### src/rtl/pdiv_pkg.sv
package pdiv_pkg;

    localparam int DIV_W  = 5;
    localparam int DATA_W = 8;

    typedef logic [DIV_W-1:0]  ratio_t;
    typedef logic [DATA_W-1:0] byte_t;

    // Running state of the divider
    typedef struct packed {
        ratio_t cnt;     // position inside the current half period
        logic   phase;   // 0: low half, 1: high half
        ratio_t applied; // ratio in use for the current period
    } div_state_t;

    function automatic logic half_done(input ratio_t cnt, input ratio_t ratio);
        return (ratio != '0) && (cnt == ratio - ratio_t'(1));
    endfunction

    function automatic byte_t pack_readback(input ratio_t r);
        return {{(DATA_W-DIV_W){1'b0}}, r};
    endfunction

endpackage

### src/rtl/pdiv_regif.sv
module pdiv_regif
    import pdiv_pkg::*;
(
    input  logic   clk,
    input  logic   rst,
    input  logic   lock,
    input  logic   wr_en,
    input  byte_t  wdata,
    input  logic   rd_en,
    output byte_t  rdata,
    output ratio_t ratio
);

    ratio_t field_q;

    always_ff @(posedge clk) begin
        if (rst)
            field_q <= '0;
        else if (wr_en && !lock)
            field_q <= wdata[DIV_W-1:0];
    end

    assign ratio = field_q;
    assign rdata = rd_en ? pack_readback(field_q) : '0;

    assert_write_lock_R6: assert property (@(posedge clk) disable iff (rst)
        (lock && wr_en) |=> $stable(field_q));

    assert_reset_clears_R4: assert property (@(posedge clk)
        rst |=> (field_q == '0));

endmodule

### src/rtl/pdiv_counter.sv
module pdiv_counter
    import pdiv_pkg::*;
(
    input  logic   clk,
    input  logic   rst,
    input  ratio_t req_ratio,
    output logic   bypass,
    output logic   phase,
    output logic   tick
);

    div_state_t st_q, st_d;
    logic       last_half;
    logic       period_end;

    always_comb begin
        last_half  = half_done(st_q.cnt, st_q.applied);
        period_end = last_half && st_q.phase;
        st_d       = st_q;
        if (st_q.applied == '0) begin
            // bypass: every cycle is a boundary
            st_d.applied = req_ratio;
            st_d.cnt     = '0;
            st_d.phase   = 1'b0;
        end else if (last_half) begin
            st_d.cnt = '0;
            if (st_q.phase) begin
                st_d.phase   = 1'b0;
                st_d.applied = req_ratio;
            end else begin
                st_d.phase = 1'b1;
            end
        end else begin
            st_d.cnt = st_q.cnt + ratio_t'(1);
        end
    end

    always_ff @(posedge clk) begin
        if (rst)
            st_q <= '0;
        else
            st_q <= st_d;
    end

    assign bypass = (st_q.applied == '0);
    assign phase  = st_q.phase;
    assign tick   = bypass || period_end;

    assert_ratio_at_boundary_R8: assert property (@(posedge clk) disable iff (rst)
        (st_q.applied != '0 && !(st_q.phase && st_q.cnt == st_q.applied - ratio_t'(1)))
        |=> $stable(st_q.applied));

    assert_cnt_in_range_R2: assert property (@(posedge clk) disable iff (rst)
        (st_q.applied != '0) |-> (st_q.cnt < st_q.applied));

    assert_reset_bypass_R4: assert property (@(posedge clk)
        rst |=> (st_q.applied == '0 && !st_q.phase));

endmodule

### src/rtl/pdiv_outmux.sv
module pdiv_outmux (
    input  logic clk,
    input  logic bypass,
    input  logic phase,
    output logic clk_out
);

    assign clk_out = bypass ? clk : phase;

endmodule

### src/rtl/clk_postdiv.sv
module clk_postdiv
    import pdiv_pkg::*;
(
    input  logic       clk,
    input  logic       rst,
    input  logic       sys_sel,
    input  logic       wr_en,
    input  logic [7:0] wdata,
    input  logic       rd_en,
    output logic [7:0] rdata,
    output logic       clk_out,
    output logic       tick
);

    ratio_t ratio;
    logic   bypass;
    logic   phase;

    pdiv_regif u_regif (
        .clk   (clk),
        .rst   (rst),
        .lock  (sys_sel),
        .wr_en (wr_en),
        .wdata (wdata),
        .rd_en (rd_en),
        .rdata (rdata),
        .ratio (ratio)
    );

    pdiv_counter u_counter (
        .clk       (clk),
        .rst       (rst),
        .req_ratio (ratio),
        .bypass    (bypass),
        .phase     (phase),
        .tick      (tick)
    );

    pdiv_outmux u_outmux (
        .clk     (clk),
        .bypass  (bypass),
        .phase   (phase),
        .clk_out (clk_out)
    );

    assert_reserved_zero_R1: assert property (@(posedge clk) disable iff (rst)
        rdata[7:5] == 3'b000);

endmodule

### config.mk
export PLATFORM = sky130hd
export DESIGN_NAME = clk_postdiv
export DESIGN_NICKNAME = d
export VERILOG_FILES = /design/src/rtl/pdiv_pkg.sv /design/src/rtl/pdiv_regif.sv /design/src/rtl/pdiv_counter.sv /design/src/rtl/pdiv_outmux.sv /design/src/rtl/clk_postdiv.sv
export SDC_FILE = /design/constraint.sdc
export NUM_CORES = 1
export LEC_CHECK = 0
export ABC_AREA = 1
export BUFFER_PORTS_ARGS = -buffer_cell sky130_fd_sc_hd__clkbuf_2
export CORE_MARGIN = 8
export CORE_UTILIZATION = 35
export CTS_BUF_LIST = sky130_fd_sc_hd__clkbuf_8
export DETAILED_ROUTE_END_ITERATION = 6
export HOLD_SLACK_MARGIN = 0.02
export PLACE_DENSITY = 0.61
export SLEW_MARGIN = 0
export SYNTH_ARGS = -nofsm -noshare
export SYNTH_HDL_FRONTEND = slang
export SYNTH_HIERARCHICAL = 1
export SYNTH_SLANG_ARGS = --single-unit
### constraint.sdc
create_clock -name clk -period 2 [get_ports clk]
set_clock_uncertainty 0.05 [all_clocks]
set_input_delay 0.2 -clock clk [delete_from_list [all_inputs] [get_ports clk]]
set_output_delay 0.2 -clock clk [all_outputs]
set_load 0.1 [all_outputs]
Word level (Yosys, flattened, before mapping)
Index checks and enable logic that the tools add are counted.

Bits in registers: 16. Logic and storage cells: 25. Output and inout port bits: 10. Input bits: 13.

Multiplexer cells: 6. Reduce and logical (&&, ||, !) cells: 12. Add/sub/neg operators: 2. Eq/ne operators: 1.

Operators with widths (count): $mux W5 (4); $add A5 B1 Y5 const B (1); $eq A5 B5 Y1 (1); $logic_not A5 Y1 (1); $reduce_bool A5 Y1 (1); $sub A5 B1 Y5 const B (1); $reduce_bool A2 Y1 (2); $logic_and A1 B1 Y1 (3); $reduce_or A3 Y1 (1); $mux W1 (2); $reduce_and A2 Y1 (1); $reduce_or A2 Y1 (1); $logic_not A1 Y1 (1); $logic_or A1 B1 Y1 (1).

Logic depth before layout (Yosys ltp)
Word-level depth: 5. Gate-level depth with buffers: 12. Mapped depth without buffers: 12.

Modules after synthesis
The synthesis kept the hierarchy.

By module, submodules not included: pdiv_counter (area an instance 628.1 um^2, cells an instance 91, times used 1, seq. area each 220.2 um^2); pdiv_regif (area an instance 281.5 um^2, cells an instance 48, times used 1, seq. area each 100.1 um^2); pdiv_outmux (area an instance 15.0 um^2, cells an instance 4, times used 1, seq. area each 0.0 um^2).

==> results.sh <==
export IMPL_maxSlewHeadroom_pct=63.8
export IMPL_p_int_mw=0.723
export IMPL_firstDrtPassIters=5
export IMPL_startpoint_type="register"
export IMPL_initial_core_util_pct=37.0
export IMPL_vdd_drop_max_mv=0.533
export IMPL_rsz0062_at_grt="true"
export IMPL_track_usage_pct=11.4
export IMPL_drc_errors=0
export IMPL_p_comb_share_pct=25.5
export IMPL_post_drt_wl_per_cell_um=10.4
export IMPL_worstMarginPinSlew_ns=0.545
export IMPL_worst_slack_ns=-0.0127
export IMPL_post_route_util_pct=47.7
export IMPL_hold_violations=0
export IMPL_slowest_stage="dfxtp_2"
export IMPL_insertion_delay_ns=0.35
export IMPL_cp_required_ns=1.75
export IMPL_drt_wl_total_mm=2.07
export IMPL_die_y_um=67.4
export IMPL_pwr_share_clk_pct=45.2
export IMPL_grt_pass1_wl_mm=3.71
export IMPL_vias=917
export IMPL_grt_ovfl_total=0
export IMPL_antenna_left=0
export IMPL_crit_buf_inv=3
export IMPL_share_seq_of_total_power_pct=29.3
export IMPL_synthDominantCellAreaShare_pct=34.6
export IMPL_synth_distinct_cells=20
export IMPL_crit_start="u_counter/st_q[0]"
export IMPL_worstPathArrival_ns=1.76
export IMPL_switching_share_pct=40.7
export IMPL_synthCells=143
export IMPL_p_per_area_mw_per_mm2=1020
export IMPL_syn_avg_cell_area_um2=6.47
export IMPL_period_needed_ns=2.01
export IMPL_path_max_fanout=3
export IMPL_die_w_um=67.4
export IMPL_grt_pass1_vias=937
export IMPL_crit_chain="inv_2 > ha_4 > inv_2 > nand2_1 > nand2_1 > nor2_2 > nand2_2 > nor2_4 > nand3_4 > nand2_4 > buf_12"
export IMPL_ioPinCount=23
export IMPL_tns_ns=-0.0127
export IMPL_dieArea_mm2=0.00454
export IMPL_hpwl_mm=1.56
export IMPL_place_gp_congestion=0.754
export IMPL_netlist_area_um2=925
export IMPL_syn2layout_area_growth_pct=29.0
export IMPL_num_antenna_cells=0
export IMPL_path_clk_slew_ns=0.06
export IMPL_critPathTopFamily="simple AND/OR/NAND/NOR gates"
export IMPL_cap_viol_max_count=0
export IMPL_fin_crit_sh_pct=101
export IMPL_portBuffers=16
export IMPL_nNetsFinal=187
export IMPL_ys_seq_area_share_pct=34.6
export IMPL_fmaxAchievable_mhz=497
export IMPL_rows=18
export IMPL_slew_viol_final=0
export IMPL_r2r_start="u_counter/st_q[0]"
export IMPL_setup_viol=1
export IMPL_cts_tree="yes"
export IMPL_grt_max_degree=9
export IMPL_ys_ff_latch=16
export IMPL_cp_end_kind="output port"
export IMPL_layout_drive_gt1_share_pct=26.5
export IMPL_critPathKind="reg2out"
export IMPL_min_from="rst"
export IMPL_core_mm2=0.00250
export IMPL_violations="negative setup slack"
export IMPL_leakagePower_nw=0.622
export IMPL_antenna_found_initial=0
export IMPL_status="finished, violations left"
export IMPL_synth_top_area_cell="dfxtp_1"
export IMPL_viasPerCell=4.59
export IMPL_hp_class="in2reg"
export IMPL_hold_buffers=0
export IMPL_synth_warnings=6
export IMPL_cpPeakStageDelay_ns=0.34
export IMPL_power_switching_mw=0.497
export IMPL_first_iter_violations=40
export IMPL_fill_cells=264
export IMPL_synthTopCellsByArea="dfxtp_1, nand2_1, inv_1, nand3_1, nor2_1"
## repair_timing
action / in CTS / in global routing
resized for setup: 6 / 4
pin swaps: 3 / 3
setup endpoints to repair: 4 / 4
setup buffers: 4 / 2
## logic make-up (layout without fill, tap and decap cells)
family | after synthesis | in the layout | synth area share [%]
simple gates | 86 | 86 | 43.6
buf+inv | 29 | 54 | 13.0
flops | 16 | 16 | 34.6
compound gates | 7 | 7 | 3.79
fa+ha+maj | 2 | 2 | 2.71
xor+xnor | 2 | 2 | 1.89
other cells | 1 | 3 | 0.406
## per-layer routing
layer | track usage (%) | vias up | part of all wire, %
met3 | 6.29 | 12 | 6.3
met5 | 0 | - | 0
met2 | 16.2 | 27 | 46
met4 | 11.7 | 0 | 4.2
met1 | 11.3 | 395 | 44
li1 | - | 483 | -
## cell type report
class / instances / area [um^2] / area share, %
multi-input combinational: 100 / 509 / 42.7
sequential: 16 / 323 / 27.1
timing repair buffer: 21 / 135 / 11.3
inverter: 26 / 97.6 / 8.18
clock buffer: 7 / 90.1 / 7.56
tap: 30 / 37.5 / 3.15
## state kept, by name, indices dropped and copies added (netlist names)
name and count:
u_regif/ratio 5, u_counter/phase 1, u_counter/st_q 10
## Yosys cell counts (all sizes together)
cell type / n
inv: 26
xor2: 2
a21oi: 7
or2: 1
buf: 3
nand2: 48
nor2: 19
nand3: 14
conb: 1
ha: 2
dfxtp: 16
nor3: 1
nand3b: 3
## power by group through the flow
stage | Combinational (mW) | Sequential, mW | Clock (mW)
2_1_floorplan | 0.231 | 0.359 | 0.137
3_3_place_gp | 0.286 | 0.363 | 0.150
3_5_place_dp | 0.291 | 0.363 | 0.150
4_1_cts | 0.308 | 0.356 | 0.560
5_1_grt | 0.340 | 0.360 | 0.594
6_report | 0.311 | 0.357 | 0.552
## placed cells by master (no fill, tap or decap)
master | synthesis | routed
nor3_1 | 1 | 1
nand2_4 | 1 | 1
buf_4 | 3 | 6
ha_4 | 0 | 1
buf_12 | 0 | 1
xor2_1 | 2 | 2
nand2_2 | 1 | 2
clkbuf_4 | 0 | 1
inv_1 | 24 | 22
nand2_1 | 46 | 45
nor2_4 | 1 | 1
a21oi_1 | 7 | 7
clkbuf_2 | 0 | 14
dfxtp_1 | 16 | 14
dfxtp_2 | 0 | 2
ha_1 | 2 | 1
nand3_1 | 13 | 13
nand3_4 | 1 | 1
conb_1 | 1 | 3
inv_2 | 2 | 4
nand3b_4 | 1 | 1
nor2_1 | 16 | 15
nand3b_1 | 2 | 2
or2_2 | 1 | 1
nor2_2 | 2 | 3
clkbuf_8 | 0 | 6
## path summary, 6_finish.rpt
| path | cells past startpoint | endpoint | slack, ns |
|---|---|---|---|
| worst min-delay path | 2 | u_counter/st_q[0] | 0.08 |
| worst max-delay path | 11 | tick | -0.01 |
| worst max register to register | 13 | u_counter/st_q[10] | 0.23 |
| worst min register to register | 2 | u_counter/st_q[0] | 0.42 |
## through the flow
stage	instances	instance area (um^2)	setup slack, ns	hold slack, ns	power [mW]
floorplan	145	932	0.177	0.219	0.727
global placement	188	1040	0.113	0.410	0.799
detailed placement	188	1040	0.0880	0.419	0.804
CTS	198	1170	-0.0390	0.0681	1.22
global route	200	1190	-0.120	0.0861	1.29
finish	200	1190	-0.0127	0.0782	1.22
No activity file was read; power rests on OpenSTA's default activity.
